File: src/rtl/ent_pkg.sv
package ent_pkg;

    localparam int NOISE_W     = 16;
    localparam int CFG_S_BIT   = 9;
    localparam int CFG_U_BIT   = 8;
    localparam int TEST_EN_BIT = 31;
    localparam logic [11:0] SEED_ADDR = 12'h015;

    // Status codes placed in result bits [31:30]
    typedef enum logic [1:0] {
        ST_BIST = 2'b00,
        ST_WAIT = 2'b01,
        ST_ES16 = 2'b10,
        ST_DEAD = 2'b11
    } opst_e;

    typedef enum logic [1:0] {
        PH_BIST = 2'b00,
        PH_LIVE = 2'b01,
        PH_DEAD = 2'b10
    } phase_e;

    typedef enum logic [1:0] {
        OP_NONE = 2'b00,
        OP_RW   = 2'b01,
        OP_RS   = 2'b10,
        OP_RC   = 2'b11
    } csrop_e;

    typedef enum logic [1:0] {
        PRIV_U = 2'b00,
        PRIV_S = 2'b01,
        PRIV_R = 2'b10,
        PRIV_M = 2'b11
    } priv_e;

    typedef struct packed {
        logic hit;
        logic grant;
        logic trap;
    } acc_s;

    function automatic logic [31:0] pack_result(opst_e st, logic [NOISE_W-1:0] w);
        logic [31:0] r;
        r = '0;
        r[31:30] = st;
        if (st == ST_ES16) r[NOISE_W-1:0] = w;
        return r;
    endfunction

endpackage

File: src/rtl/ent_access.sv
module ent_access
    import ent_pkg::*;
#(
    parameter int ADDR_W = 12
) (
    input  logic              req,
    input  logic [ADDR_W-1:0] addr,
    input  logic [1:0]        op,
    input  logic              src_zero,
    input  logic [1:0]        priv,
    input  logic              s_en,
    input  logic              u_en,
    output acc_s              acc
);
    logic hit, writes, priv_ok;

    always_comb begin
        hit = req && (addr == ADDR_W'(SEED_ADDR));
        unique case (csrop_e'(op))
            OP_RW:        writes = 1'b1;
            OP_RS, OP_RC: writes = !src_zero;
            default:      writes = 1'b0;
        endcase
        unique case (priv_e'(priv))
            PRIV_M:  priv_ok = 1'b1;
            PRIV_S:  priv_ok = s_en;
            PRIV_U:  priv_ok = u_en;
            default: priv_ok = 1'b0;
        endcase
        acc.hit   = hit;
        acc.grant = hit && writes && priv_ok;
        acc.trap  = hit && !(writes && priv_ok);
    end
endmodule

File: src/rtl/ent_phase.sv
module ent_phase
    import ent_pkg::*;
#(
    parameter int ST_CYCLES = 16
) (
    input  logic   clk,
    input  logic   rst,
    input  logic   test_en,
    input  logic   st_fail,
    input  logic   alarm_soft,
    input  logic   alarm_fatal,
    input  logic   poll,
    output phase_e phase
);
    localparam int CW = (ST_CYCLES < 2) ? 1 : $clog2(ST_CYCLES);
    localparam logic [CW-1:0] LAST = CW'(ST_CYCLES - 1);

    logic [CW-1:0] cnt;
    logic          alarm_seen;

    always_ff @(posedge clk) begin
        if (rst) begin
            phase      <= PH_BIST;
            cnt        <= '0;
            alarm_seen <= 1'b0;
        end else if (alarm_fatal || phase == PH_DEAD) begin
            phase <= PH_DEAD;
        end else if (test_en) begin
            phase <= PH_BIST;
            cnt   <= '0;
        end else begin
            unique case (phase)
                PH_BIST: begin
                    if (st_fail) begin
                        phase <= PH_DEAD;
                    end else begin
                        if (poll) alarm_seen <= 1'b0;
                        if (cnt != LAST) cnt <= cnt + 1'b1;
                        else if (!alarm_seen) phase <= PH_LIVE;
                    end
                end
                PH_LIVE: begin
                    if (alarm_soft) begin
                        phase      <= PH_BIST;
                        cnt        <= '0;
                        alarm_seen <= 1'b1;
                    end
                end
                default: phase <= PH_DEAD;
            endcase
        end
    end


    dead_sticky_chk: assert property (@(posedge clk) disable iff (rst)
        phase == PH_DEAD |=> phase == PH_DEAD);


    test_hold_chk: assert property (@(posedge clk) disable iff (rst)
        test_en |=> phase != PH_LIVE);


    alarm_latch_chk: assert property (@(posedge clk) disable iff (rst)
        (phase == PH_BIST && alarm_seen && !poll) |=> phase != PH_LIVE);
endmodule

File: src/rtl/ent_hold.sv
module ent_hold
    import ent_pkg::*;
(
    input  logic               clk,
    input  logic               rst,
    input  logic               live,
    input  logic               in_valid,
    input  logic [NOISE_W-1:0] in_word,
    input  logic               consume,
    output logic               ready,
    output logic               full,
    output logic [NOISE_W-1:0] word
);
    assign ready = live && !full;

    always_ff @(posedge clk) begin
        if (rst || !live) begin
            full <= 1'b0;
            word <= '0;
        end else if (consume) begin
            full <= 1'b0;
            word <= '0;
        end else if (in_valid && ready) begin
            full <= 1'b1;
            word <= in_word;
        end
    end


    wipe_on_read_chk: assert property (@(posedge clk) disable iff (rst)
        consume |=> !full);


    no_overwrite_chk: assert property (@(posedge clk) disable iff (rst)
        (live && full && !consume) |=> (full && $stable(word)));
endmodule

File: src/rtl/entropy_poll_csr.sv
module entropy_poll_csr
    import ent_pkg::*;
#(
    parameter int ST_CYCLES = 16,
    parameter int ADDR_W    = 12
) (
    input  logic               clk,
    input  logic               rst,
    input  logic               csr_req,
    input  logic [ADDR_W-1:0]  csr_addr,
    input  logic [1:0]         csr_op,
    input  logic               csr_src_zero,
    input  logic [1:0]         csr_priv,
    input  logic [31:0]        sec_cfg,
    input  logic [31:0]        test_ctl,
    input  logic               nz_valid,
    input  logic [NOISE_W-1:0] nz_word,
    output logic               nz_ready,
    input  logic               st_fail,
    input  logic               alarm_soft,
    input  logic               alarm_fatal,
    output logic               rsp_hit,
    output logic               rsp_trap,
    output logic [31:0]        rsp_data
);
    acc_s               acc;
    phase_e             phase;
    opst_e              status;
    logic               full, consume;
    logic [NOISE_W-1:0] word;
    logic               unused_bits;

    assign unused_bits = ^{sec_cfg[31:10], sec_cfg[7:0], test_ctl[30:0]};

    ent_access #(.ADDR_W(ADDR_W)) u_acc (
        .req      (csr_req),
        .addr     (csr_addr),
        .op       (csr_op),
        .src_zero (csr_src_zero),
        .priv     (csr_priv),
        .s_en     (sec_cfg[CFG_S_BIT]),
        .u_en     (sec_cfg[CFG_U_BIT]),
        .acc      (acc)
    );

    ent_phase #(.ST_CYCLES(ST_CYCLES)) u_phase (
        .clk         (clk),
        .rst         (rst),
        .test_en     (test_ctl[TEST_EN_BIT]),
        .st_fail     (st_fail),
        .alarm_soft  (alarm_soft),
        .alarm_fatal (alarm_fatal),
        .poll        (acc.grant),
        .phase       (phase)
    );

    ent_hold u_hold (
        .clk      (clk),
        .rst      (rst),
        .live     (phase == PH_LIVE),
        .in_valid (nz_valid),
        .in_word  (nz_word),
        .consume  (consume),
        .ready    (nz_ready),
        .full     (full),
        .word     (word)
    );

    always_comb begin
        unique case (phase)
            PH_LIVE: status = full ? ST_ES16 : ST_WAIT;
            PH_BIST: status = ST_BIST;
            default: status = ST_DEAD;
        endcase
    end

    assign consume  = acc.grant && (status == ST_ES16);
    assign rsp_hit  = acc.hit;
    assign rsp_trap = acc.trap;
    assign rsp_data = acc.grant ? pack_result(status, word) : 32'h0;


    no_stale_bits_chk: assert property (@(posedge clk) disable iff (rst)
        (rsp_hit && rsp_data[31:30] != 2'b10) |-> rsp_data[29:0] == 30'h0);


    trap_silent_chk: assert property (@(posedge clk) disable iff (rst)
        rsp_trap |-> (rsp_data == 32'h0 && rsp_hit));


    dead_no_ready_chk: assert property (@(posedge clk) disable iff (rst)
        (rsp_hit && rsp_data[31:30] == 2'b11) |-> !nz_ready);


    miss_quiet_chk: assert property (@(posedge clk) disable iff (rst)
        !rsp_hit |-> (rsp_data == 32'h0 && !rsp_trap));
endmodule

File: config.mk
export PLATFORM = sky130hd
export DESIGN_NAME = entropy_poll_csr
export DESIGN_NICKNAME = d
export VERILOG_FILES = /design/src/rtl/ent_pkg.sv /design/src/rtl/ent_access.sv /design/src/rtl/ent_phase.sv /design/src/rtl/ent_hold.sv /design/src/rtl/entropy_poll_csr.sv
export SDC_FILE = /design/constraint.sdc
export NUM_CORES = 1
export LEC_CHECK = 0
export ABC_AREA = 1
export BUFFER_PORTS_ARGS = -buffer_cell sky130_fd_sc_hd__buf_2
export CORE_ASPECT_RATIO = 1.5
export CORE_MARGIN = 5
export CORE_UTILIZATION = 38
export CTS_BUF_LIST = sky130_fd_sc_hd__clkbuf_4 sky130_fd_sc_hd__clkbuf_8
export DETAILED_ROUTE_END_ITERATION = 10
export GPL_ROUTABILITY_DRIVEN = 0
export PLACE_DENSITY = 0.84
export SETUP_SLACK_MARGIN = 0.2
export SLEW_MARGIN = 20
export SYNTH_ARGS = -nofsm -noshare
export SYNTH_HDL_FRONTEND = slang
export SYNTH_SLANG_ARGS = --single-unit
File: constraint.sdc
create_clock -name clk -period 1.75 [get_ports clk]
set_input_delay 0.0875 -clock clk [delete_from_list [all_inputs] [get_ports clk]]
set_output_delay 0.0875 -clock clk [all_outputs]
set_load 0.03 [all_outputs]
After elaboration in Yosys (flattened, before gate mapping) --
Cells that the tools add are included. Widths: inputs -> output; s select.
Cells by class: $add $sub $neg 1, equality and inequality tests 21, multiplexer cells 22, bitwise operators 2, reduce and logical (&&, ||, !) cells 25
Operators by type and width (count):
- $mux 32 | 1
- $mux 16 | 1
- $mux 4 | 4
- $mux 2 | 7
- $eq 12x5->1 const B | 1
- $ne 3x3->1 const B | 4
- $eq 2x2->1 const B | 5
- $logic_and 1x1->1 | 8
- $ne 4x4->1 const B | 2
- $pmux 2 s2 | 2
- $pmux 4 s2 | 1
- $eq 2x1->1 const B | 3
- $reduce_and 3->1 | 2
- $reduce_and 6->1 | 1
- $ne 5x4->1 const B | 1
- $ne 5x5->1 const B | 1
- $reduce_and 5->1 | 1
- $add 4x1->4 const B | 1
- $logic_not 1->1 | 4
- $logic_not 2->1 | 2
- $ne 2x2->1 const B | 2
- $pmux 1 s2 | 2
- $reduce_or 2->1 | 2
- $mux 1 | 3
- 8 further kinds | 10
Storage, ports and cells: bits in registers 24, output and inout port bits 35, word-level logic and storage cells 77

Depth between registers and ports, before layout --
Gate-level depths: netlist (run 1).
depth in word-level cells 8, gate-level depth with buffers 10, depth with buffers taken out 10

Hierarchy --
A second synthesis (run 1) with hierarchy kept.
Second synthesis, totals: cells, all modules 282, area total of the unflattened synthesis 1676.6 µm²
Modules (own cells, without submodules):
- ent_hold | times used 1, cells each 108, area each 709.4 µm², sequential area each 340.3 µm²
- ent_phase | times used 1, cells each 82, area each 503.0 µm², sequential area each 140.1 µm²
- entropy_poll_csr | times used 1, cells each 59, area each 329.1 µm², sequential area each 0.0 µm²
- ent_access | times used 1, cells each 33, area each 135.1 µm², sequential area each 0.0 µm²

Worst setup path before layout (run 1) --
OpenSTA, ideal clock, no wires.
path kind input-to-output, start point input port csr_addr[11], end point output port rsp_data[10], arrival time 1.549 ns, setup slack 0.113 ns, cell stages on the path 6, cells stage by stage nor3_1 > nand3_1 > nor2_2 > nand4_2 > buf_2 > nor2_1
Between the ends: cells in the longest elaborated chain, start to end 5
RTL lines:
- from (decl) | RTL line entropy_poll_csr.sv:10 | input logic [ADDR_W-1:0] csr_addr,
- $eq 12x5->1 | RTL line ent_access.sv:18 | hit = req && (addr == ADDR_W'(SEED_ADDR));
- $logic_and 1x1->1 | RTL line ent_access.sv:18
- named net rsp_hit | RTL line entropy_poll_csr.sv:22 | output logic rsp_hit,
- $logic_and 1x1->1 (2 in series) | RTL line ent_access.sv:31 | acc.grant = hit && writes && priv_ok;
- $mux 32 | RTL line entropy_poll_csr.sv:80 | assign rsp_data = acc.grant ? pack_result(status, word) : 32'h0;
- to (decl) | RTL line entropy_poll_csr.sv:24 | output logic [31:0] rsp_data
The timed path passes the listed nets, and every way through them passes these cells.

Final worst setup path (run 1) --
start point register u_phase.phase[0], end point output port rsp_data[15]
Between the ends: cells in the longest elaborated chain, start to end 5
RTL lines:
- from (decl) | RTL line ent_phase.sv:13 | output phase_e phase
- from (signal assigned) | RTL line ent_phase.sv:23 | phase <= PH_BIST;
- from (signal assigned) | RTL line ent_phase.sv:27 | phase <= PH_DEAD;
- from (signal assigned) | RTL line ent_phase.sv:29 | phase <= PH_BIST;
- $eq 2x1->1 or $logic_not 2->1 (tied branches) | RTL line entropy_poll_csr.sv:70 | unique case (phase)
- $pmux 2 s2 (*) | RTL line entropy_poll_csr.sv:70
- $eq 2x2->1 (*) | RTL line ent_pkg.sv:47 | if (st == ST_ES16) r[NOISE_W-1:0] = w;
- $mux 16 (*) | RTL line ent_pkg.sv:47
- $mux 32 (*) | RTL line entropy_poll_csr.sv:80
Mark *: on every way between the ends. The rest lies on a longest branch, timed or not.

==> summary.md, run 1 <==
| Metric | Value |
|---|---|
| Post-layout minimum cycle time | ~1.5 ns |
| Critical path peak fanout | 8 |
| First-pass GRT wire length | between 5000 and 6000 um |
| Reg2Reg Depth | 8 |
| Final wirelength | around 3800 um |
| Final Hold Viols | 0 |
| Rows | 28 |
| NetSw | 293 uW |
| Fin worst setup slack | about 0.21 ns |
| Die W | approximately 61 um |
| CP endpoint | rsp_data[15] |
| DP Area | 1800 um^2 |
| DR DRC count | 0 |
| H-tree levels | 1 |
| Maximum number of pins on one net before global-route repair | 18 |
| Syn-to-layout area delta | 38.3% |
| FFs w/ async S/R, synth | 0% |
| Startpoint types | flop |
| Final design utilization | a little over half |
| Syn Area/Cell | approximately 6.3 um^2 |
| Cts hold-fix bufs | 0 |
| CTS tree | yes |
| Flop pwr share | 46.4% |
| Share of the synthesized area in the top cell type | 32.1% |
| CP Class | flop to primary output |
| Final period util | between 80% and 90% |
| Num CTS Buffers | 3 |
| XOR/XNOR Fraction of Synth Area | less than 1% |
| Leading area contributor after synthesis | dfxtp_1 |
| Drt first-iter violations | 21 |
| Largest cells by area after synthesis | dfxtp_1 (32%), nand2_1 (16%), nor2_1 (12%) |
| Initial antenna violation count | 0 |
| R2r setup slk | 0.35 ns |
| Fin nets | 409 |
| Final HPWL DP | between 2000 and 3000 um |
| Post-Synth Adder-Cell Area | 0.836% |
| Post-synthesis mux area share | 0% |
| Sink Count | 24 |
| Leak pwr | between 0.9 and 1 nW |
| Clock share of power | roughly two fifths |
| Endpoints failing setup | 0 |
| Worst path required time | approximately 1.7 ns |
| Worst setup slack after placement | between 0.2 and 0.3 ns |
| Vias in the first global route | 1,443 |
| Die area | about 5300 um^2 |
| Initial core utilization | 38.5% |
| Final hold slack | roughly 0.043 ns |
| Setup Total Neg Slack | 0 ns |
| Setup Skew | 0.00667 ns |
| Post-synth cell types | 25 |
| Worst path arrival time | around 1.5 ns |
| Cell with the most instances after synthesis | nand2_1 |
| Max Slew Vio Count | 0 |
| Synth top cells by count | nand2_1 (65), nor2_1 (46), inv_1 (31) |
| Fmax achieved | about 650 MHz |
| DR pass1 iterations | 4 |
| Net Sw Frac | around 24% |
| Synth Area in Compound Gates | between 10 and 15% |
| Post-synthesis simple-gate area fraction | between 30% and 40% |
| Post-Syn Area | approximately 1500 um^2 |
| Cell-internal power | around 910 uW |
| Core Footprint | 3890 um^2 |
| Bufs on Longest Clock Path | 2 |
| Yosys reg bits | 24 |
| Fin area | around 2100 um^2 |
| Post-synth top flop | dfxtp_1 |
| Die Height | 86.9 um |
| Post-synthesis sequential area ratio | between 30% and 40% |
| Vias | between 1,500 and 2,000 |
| Buffers on Ports | 63 |
| Post-synth EDFFs | 0 |
| Cells after Synth | ~240 |
| Total power draw | between 1 and 1.5 mW |
| Root buf cell | clkbuf_8 |
| Inst Count DP | ~340 |
| Power per Cell Area | ~600 nW/um^2 |
| Peak VDD IR | roughly 0.46 mV |
| Vias per cell | 4.51 |
| CP startpoint | u_phase.phase[0]$_SDFFE_PP0P_ |
| Worst skew pair latency | between 0.2 and 0.3 ns |
| RSZ-0062 raised after global routing | true |
| Largest family of logic cells by synthesized area | simple AND/OR/NAND/NOR gates |
| R2r startpoint | u_phase.phase[0]$_SDFFE_PP0P_ |
| GRT overflow | 0 |
| Post-Layout Cell Count | 348 |
| I/O pin count | 139 |
| Max-Cap Viols | 0 |
| WL/cell | roughly 11 um |
| Crit. End Element | primary output |
| R2R Path End | u_phase.alarm_seen$_SDFFE_PP0P_ |
| Combinational share of power | a little over an eighth |
| Min-delay worst type | input port to flop |
| Layout cells sized above 1 | a little over a third |
| Post-route ant nets | 0 |
| Yosys warnings | 0 |
| Total GRT Usage | 13.2% |
| Ant. Diodes | 0 |
| Clock Pin Slew Worst Setup and Hold Paths | 0.08 ns |
| Status | finished, final reports clean |
[cell usage in the layout (no fill, tap or decap), drive strengths merged]
cell,n
a211oi,1
a21oi,20
buf,67
bufinv,1
clkbuf,4
conb,14
dfxtp,24
ha,1
inv,34
nand2,66
nand3,8
nand4,2
nor2,50
nor3,5
o21ai,4
or2,1
xor2,1
[state kept, by name, summed over array words and instances (netlist names)]
signal              cells
u_hold.full             1
u_hold.word            16
u_phase.alarm_seen      1
u_phase.cnt             4
u_phase.phase           2
[critical path, cell delays in order, from the launching register on]
cell and delay [ns]:
dfxtp_4 0.38, inv_4 0.04, nor2_4 0.16, nand4_4 0.14
buf_8 0.19, nor2_2 0.10, buf_4 0.17
[what timing repair did]
action                     4_1_cts  5_1_grt
buffers inserted                 0        2
setup endpoints to repair       17       33
cloned                           0        1
gates resized for setup          5       63
pin swaps                        1        3
[layout make-up]
class                           count  area, um^2
Clock buffer                        3        41.3
Clock inverter                      1        30.0
Fill cell                         380        1820
Inverter                           34         135
Multi-Input combinational cell    173         866
Sequential cell                    24         487
Tap cell                           45        56.3
Timing Repair Buffer               68         454
[kinds of logic (layout without fill, tap and decap cells)]
| group | Yosys count | after routing |
|---|---|---|
| DFF | 24 | 24 |
| buffers and inverters | 52 | 106 |
| other | 1 | 14 |
| adders and majority gates | 1 | 1 |
| AOI/OAI and AO/OA | 25 | 25 |
| xor gates and xnor gates | 1 | 1 |
| and+or+nand+nor | 132 | 132 |
[how the worst min path moves through the flow]
stage               from                       endpoint  slack (ns)  cells after the start
CTS                  rst  u_phase.phase[1]$_SDFFE_PP0P_        0.04                      2
global route         rst  u_phase.phase[1]$_SDFFE_PP0P_        0.04                      2
global placement     rst  u_phase.phase[1]$_SDFFE_PP0P_        0.33                      2
floorplan            rst    u_phase.cnt[2]$_SDFFE_PP0P_        0.16                      1
finish               rst  u_phase.phase[1]$_SDFFE_PP0P_        0.04                      2
detailed placement   rst  u_phase.phase[1]$_SDFFE_PP0P_        0.33                      2
[power by group through the flow]
stage / Sequential, mW / Clock [mW] / Combinational, mW
floorplan: 0.573 / 0 / 0.117
global placement: 0.574 / 0 / 0.153
detailed placement: 0.574 / 0 / 0.156
CTS: 0.561 / 0.504 / 0.156
global route: 0.562 / 0.518 / 0.178
finish: 0.561 / 0.489 / 0.157
[metal layers]
metal	up-vias	global-route usage, %	part of all wire, %
li1	823	-	-
met1	681	13.5	36
met2	60	25.9	53
met3	6	1.93	9.2
met4	0	4.14	1.6
met5	-	0	0
Note: power is estimated with default switching activity, not from simulation.
==> inputs of run 2 (changes only) <==
--- a/config.mk
+++ b/config.mk
@@ -11,8 +11,10 @@
 export CORE_MARGIN = 5
 export CORE_UTILIZATION = 38
 export CTS_BUF_LIST = sky130_fd_sc_hd__clkbuf_4 sky130_fd_sc_hd__clkbuf_8
+export CTS_CLUSTER_SIZE = 28
 export DETAILED_ROUTE_END_ITERATION = 10
 export GPL_ROUTABILITY_DRIVEN = 0
+export HOLD_SLACK_MARGIN = 0.12
 export PLACE_DENSITY = 0.84
 export SETUP_SLACK_MARGIN = 0.2
 export SLEW_MARGIN = 20
==> run 2 against run 1 <==
Against the previous run: clock power decreased by 1%; highest routed layer unchanged; critical path depth unchanged; power up 2.4%; critical endpoint is now rsp_data[0]; setup slack worse by 0.011 ns.
==> summary.md, run 2 (synthesis gave the netlist of run 1 again) <==
| Metric | Value |
|---|---|
| Status | finished, final reports clean |
| Filler Cell Count | 360 |
| CP Class | flop to primary output |
| Vias in the first global route | between 1,500 and 2,000 |
| Clock Pin Slew Worst Setup and Hold Paths | around 0.08 ns |
| Reg2Reg Depth | 8 |
| Final hold slack | ~0.14 ns |
| Startpoint types | flop |
| Combinational share of power | between 15 and 20% |
| Crit-path cells | inv_4 -> nor2_4 -> nand4_4 -> clkbuf_16 -> nor2_1 -> buf_4 |
| Clock share of power | 39.1% |
| RSZ-0062 raised after global routing | true |
| Die Height | just under 90 um |
| Area of the multi-input gates | approximately 860 um^2 |
| Worst setup slack after placement | roughly 0.27 ns |
| Sequential cell area | approximately 490 um^2 |
| Rows | 28 |
| H-tree levels | 1 |
| Hold Crit Endpoint | u_phase.phase[0]$_SDFFE_PP0P_ |
| Met2 global-route usage | between 20 and 30% |
| Critical path's slowest cell | dfxtp_4 |
| Critical path peak fanout | 8 |
| Final Hold Viols | 0 |
| DP Area | approximately 1800 um^2 |
| Layout cells sized above 1 | between 30 and 40% |
| First-pass GRT wire length | ~6200 um |
| Root buf cell | clkbuf_8 |
| Die area | 5320 um^2 |
| Worst path arrival time | 1.47 ns |
| Vias per cell | about 4.5 |
| Drt first-iter violations | 25 |
| Setup Total Neg Slack | 0 ns |
| NetSw | ~300 uW |
| Cell-internal power | ~940 uW |
| Setup Skew | roughly 0.0068 ns |
| Endpoints failing setup | 0 |
| Max reg flops | 16 |
| Final wirelength | roughly 4200 um |
| Met3 usage | under 10% |
| Worst path required time | between 1.5 and 2 ns |
| Buffers on Ports | 63 |
| Max-Cap Viols | 0 |
| Grt met1 use | ~15% |
| Final period util | approximately 90% |
| Max Slew Vio Count | 0 |
| Flop pwr share | between 40% and 50% |
| R2r setup slk | 0.33 ns |
| Inst Count DP | ~340 |
| Total GRT Usage | approximately 15% |
| Final design utilization | approximately 58% |
| Worst skew pair latency | around 0.27 ns |
| Max stage delay on crit path | about 0.38 ns |
| I/O pin count | 139 |
| Num CTS Buffers | 3 |
| Die W | about 61 um |
| Post-layout minimum cycle time | ~1.6 ns |
| Power per Cell Area | 549 nW/um^2 |
| R2r startpoint | u_phase.phase[0]$_SDFFE_PP0P_ |
| Leak pwr | between 0.9 and 1 nW |
| Core Footprint | between 3000 and 4000 um^2 |
| Initial antenna violation count | 0 |
| Ant. Diodes | 0 |
| Peak VDD IR | 0.455 mV |
| Fin nets | around 430 |
| Most frequent cells in the layout | nand2_1 (65), buf_2 (46), nor2_1 (35) |
| Total power draw | 1.24 mW |
| Post-route ant nets | 0 |
| Vias | 1,654 |
| Hold path startpoint | alarm_fatal |
| Sink Count | 24 |
| Initial core utilization | 38.5% |
| Final HPWL DP | approximately 2800 um |
| Maximum number of pins on one net before global-route repair | 18 |
| Fin area | ~2300 um^2 |
| Biggest regs | u_hold.word: 16 flops, u_phase.cnt: 4 flops, u_phase.phase: 2 flops |
| Most flop-heavy register | u_hold.word |
| CTS tree | yes |
| DR DRC count | 0 |
| Crit. End Element | primary output |
| Bufs on Longest Clock Path | 2 |
| Post-Layout Cell Count | 367 |
| Net Sw Frac | 23.8% |
| Most utilized layer in the global route result | met2 |
| Hold path depth | 4 |
| WL/cell | about 11 um |
| Fmax achieved | about 640 MHz |
| Fin worst setup slack | approximately 0.20 ns |
| GRT overflow | 0 |
| Syn-to-layout area delta | 50.6% |
| Commonest non-fill, non-tap cell in the layout | nand2_1 |
| R2R Path End | u_hold.word[9]$_SDFFE_PP0P_ |
| Min-delay worst type | input port to flop |
| DR pass1 iterations | 4 |
-- run 2: changes by cell type in the layout (fill, tap and decap cells not counted), sizes merged --
cell         before  now
dlygate4sd3       0   19
-- run 2: layer usage --
metal  wire length (um)  part of all wire (%)  vias up
met4                104                   2.5        0
met3                345                   8.2       10
li1                   -                     -      863
met1               1480                    35      717
met5                  0                     0        -
met2               2280                    54       64
-- run 2: worst max path at each step --
stage / startpoint / end
floorplan: csr_addr[11] / rsp_data[10]
global placement: u_phase.phase[0]$_SDFFE_PP0P_ / u_hold.word[7]$_SDFFE_PP0P_
detailed placement: u_phase.phase[0]$_SDFFE_PP0P_ / u_hold.word[7]$_SDFFE_PP0P_
CTS: u_phase.phase[0]$_SDFFE_PP0P_ / rsp_data[1]
global route: u_phase.phase[0]$_SDFFE_PP0P_ / rsp_data[0]
finish: u_phase.phase[0]$_SDFFE_PP0P_ / rsp_data[0]
-- run 2: cell type report --
type	instances	area share (%)
well taps	45	2.50
clock inverters	1	1.33
clock buffers	3	1.83
multi-input cells	173	38.3
inverters	34	6.00
flip-flops and latches	24	21.6
repair buffers	87	28.4
-- run 2: what timing repair did --
action | 4_1_cts | 5_1_grt
hold endpoints to repair | 19 | 0
gates resized for setup | 5 | 59
cloned | 0 | 1
hold buffers | 19 | 0
setup buffers | 0 | 2
setup endpoints to repair | 17 | 32
pin swaps | 1 | 3
-- run 2: power by group through the flow --
stage	combinational (mW)	clock [mW]	sequential, mW
floorplan	0.117	0	0.573
global placement	0.153	0	0.574
detailed placement	0.156	0	0.574
CTS	0.189	0.504	0.561
global route	0.215	0.512	0.562
finish	0.193	0.483	0.560
-- run 2: worst max-delay path: cells and delay by family, from the launching register on --
kind / cells / cell delay (ns)
buffers and inverters: 3 / 0.42
and+or+nand+nor: 3 / 0.40
DFF: 1 / 0.38
==> inputs of run 3 (changes only) <==
--- a/config.mk
+++ b/config.mk
@@ -16,6 +16,7 @@
 export GPL_ROUTABILITY_DRIVEN = 0
 export HOLD_SLACK_MARGIN = 0.12
 export PLACE_DENSITY = 0.84
+export REMOVE_ABC_BUFFERS = 1
 export SETUP_SLACK_MARGIN = 0.2
 export SLEW_MARGIN = 20
 export SYNTH_ARGS = -nofsm -noshare
==> run 3 against run 2 <==
Against the previous run: utilization is 2.5 points lower; clock power hardly changed; combinational power hardly changed; critical endpoint is now rsp_data[15]; cell area is 4.4% lower; highest routed layer unchanged.
==> summary.md, run 3 (synthesis gave the netlist of run 1 again) <==
| Metric | Value |
|---|---|
| Status | finished, final reports clean |
| R2R Path End | u_phase.cnt[1]$_SDFFE_PP0P_ |
| Setup Total Neg Slack | 0 ns |
| Max-Cap Viols | 0 |
| Syn-to-layout area delta | 44.0% |
| Final wirelength | 4050 um |
| Total GRT Usage | 16.0% |
| Final Hold Viols | 0 |
| Post-layout minimum cycle time | between 1 and 1.5 ns |
| Vias | between 1,500 and 2,000 |
| Sink Count | 24 |
| Min-delay worst type | input port to flop |
| Core Footprint | between 3000 and 4000 um^2 |
| RSZ-0062 raised after global routing | true |
| Crit. End Element | primary output |
| Endpoints failing setup | 0 |
| DR DRC count | 0 |
| Vias per cell | ~4.5 |
| Fin nets | between 400 and 500 |
| Startpoint types | flop |
| Final HPWL DP | approximately 2800 um |
| Worst skew pair latency | ~0.26 ns |
| Worst path arrival time | roughly 1.4 ns |
| Root buf cell | clkbuf_8 |
| Die area | approximately 5300 um^2 |
| Max Slew Vio Count | 0 |
| Clock Pin Slew Worst Setup and Hold Paths | ~0.08 ns |
| I/O pin count | roughly 140 |
| DP Area | between 1500 and 2000 um^2 |
| Reg2Reg Depth | 8 |
| Die W | 61.2 um |
| Fmax achieved | ~670 MHz |
| CP startpoint | u_phase.phase[0]$_SDFFE_PP0P_ |
| Layout cells sized above 1 | between 30% and 40% |
| Most frequent cells in the layout | nand2_1 (65), buf_2 (49), nor2_1 (43) |
| Die Height | between 80 and 90 um |
| Critical path peak fanout | 8 |
| Ant. Diodes | 0 |
| Initial antenna violation count | 0 |
| Post-route ant nets | 0 |
| Buffers on Ports | 63 |
| Worst path required time | roughly 1.7 ns |
| Num CTS Buffers | 3 |
| CP endpoint | rsp_data[15] |
| DR pass1 iterations | 4 |
| Fin area | 2150 um^2 |
| Final period util | between 80% and 90% |
| Initial core utilization | 38.5% |
| Rows | 28 |
| R2r setup slk | slightly above 0.3 ns |
| Leak pwr | approximately 0.97 nW |
| Most flop-heavy register | u_hold.word |
| Drt first-iter violations | 80 |
| Bufs on Longest Clock Path | 2 |
| Biggest regs | u_hold.word: 16 flops, u_phase.cnt: 4 flops, u_phase.phase: 2 flops |
| GRT overflow | 0 |
| Peak VDD IR | approximately 0.65 mV |
| Vias in the first global route | roughly 1,700 |
| Setup Skew | 0.00333 ns |
| Commonest non-fill, non-tap cell in the layout | nand2_1 |
| R2r startpoint | u_phase.phase[1]$_SDFFE_PP0P_ |
| WL/cell | 11.1 um |
| Maximum number of pins on one net before global-route repair | 18 |
| Total power draw | 1.23 mW |
| CP Class | flop to primary output |
| First-pass GRT wire length | 6690 um |
| Filler Cell Count | roughly 380 |
| Power per Cell Area | 572 nW/um^2 |
| CTS tree | yes |
| H-tree levels | 1 |
| Max reg flops | 16 |
-- run 3: cell types whose count changed in the layout (fill, tap and decap cells not counted), moves of 3 or more --
cell      before  now
clkbuf_4       0    4
nor2_4         6    1
buf_2         46   49
nor2_2         8    5
buf_6          8    1
nor2_1        35   43
-- run 3: area by class of cell --
type	instances	area (um^2)	area share, %
clock buffer	3	41.3	1.92
clock inverter	1	30.0	1.39
inverter	34	130	6.04
multi-input combinational	173	813	37.7
sequential	24	487	22.6
tap	45	56.3	2.61
timing repair buffer	86	597	27.7
-- run 3: stage by stage --
stage / utilization (%) / instances / hold slack [ns] / worst slack, ns
5_1_grt: 55.4 / 366 / 0.152 / 0.185
6_report: 55.4 / 366 / 0.131 / 0.263
4_1_cts: 53.1 / 364 / 0.128 / 0.221
3_5_place_dp: 46.1 / 341 / 0.317 / 0.278
2_1_floorplan: - / 231 / 0.157 / 0.115
3_3_place_gp: 46.1 / 341 / 0.321 / 0.296
-- run 3: timing repair --
action / CTS / global route
setup buffers: 1 / 1
endpoints found under the hold margin: 19 / 0
pin swaps: 1 / 2
gates resized for setup: 5 / 27
hold buffers: 18 / 0
cloned: 0 / 1
endpoints found under the setup margin: 17 / 21
-- run 3: worst max-delay path, cell delays in order, from the launching register on --
cell and delay, ns:
dfxtp_4 0.36, inv_2 0.05, nor2_4 0.13, nand4_4 0.13
clkbuf_16 0.19, nor2_1 0.08, clkbuf_4 0.19
-- run 3: how the worst min path moves through the flow --
stage                      from                            end  slack (ns)  cells after the start
floorplan                   rst    u_phase.cnt[2]$_SDFFE_PP0P_        0.16                      1
global placement            rst    u_phase.cnt[2]$_SDFFE_PP0P_        0.32                      2
detailed placement          rst  u_phase.phase[1]$_SDFFE_PP0P_        0.32                      2
CTS                 alarm_fatal  u_phase.phase[1]$_SDFFE_PP0P_        0.13                      3
global route         alarm_soft  u_phase.phase[0]$_SDFFE_PP0P_        0.15                      4
finish               alarm_soft  u_phase.phase[0]$_SDFFE_PP0P_        0.13                      4
-- run 3: layer usage --
metal / up-vias / GRT usage [%] / wire length [um]
met4: 0 / 5.92 / 90
li1: 856 / - / -
met5: - / 0 / 0
met2: 50 / 31.3 / 2230
met1: 737 / 16.1 / 1500
met3: 10 / 2.08 / 230
-- run 3: where the power goes --
group,switching [mW],internal (mW),total (mW)
combinational,0.108,0.0824,0.190
clock,0.176,0.306,0.482
sequential,0.00856,0.552,0.560
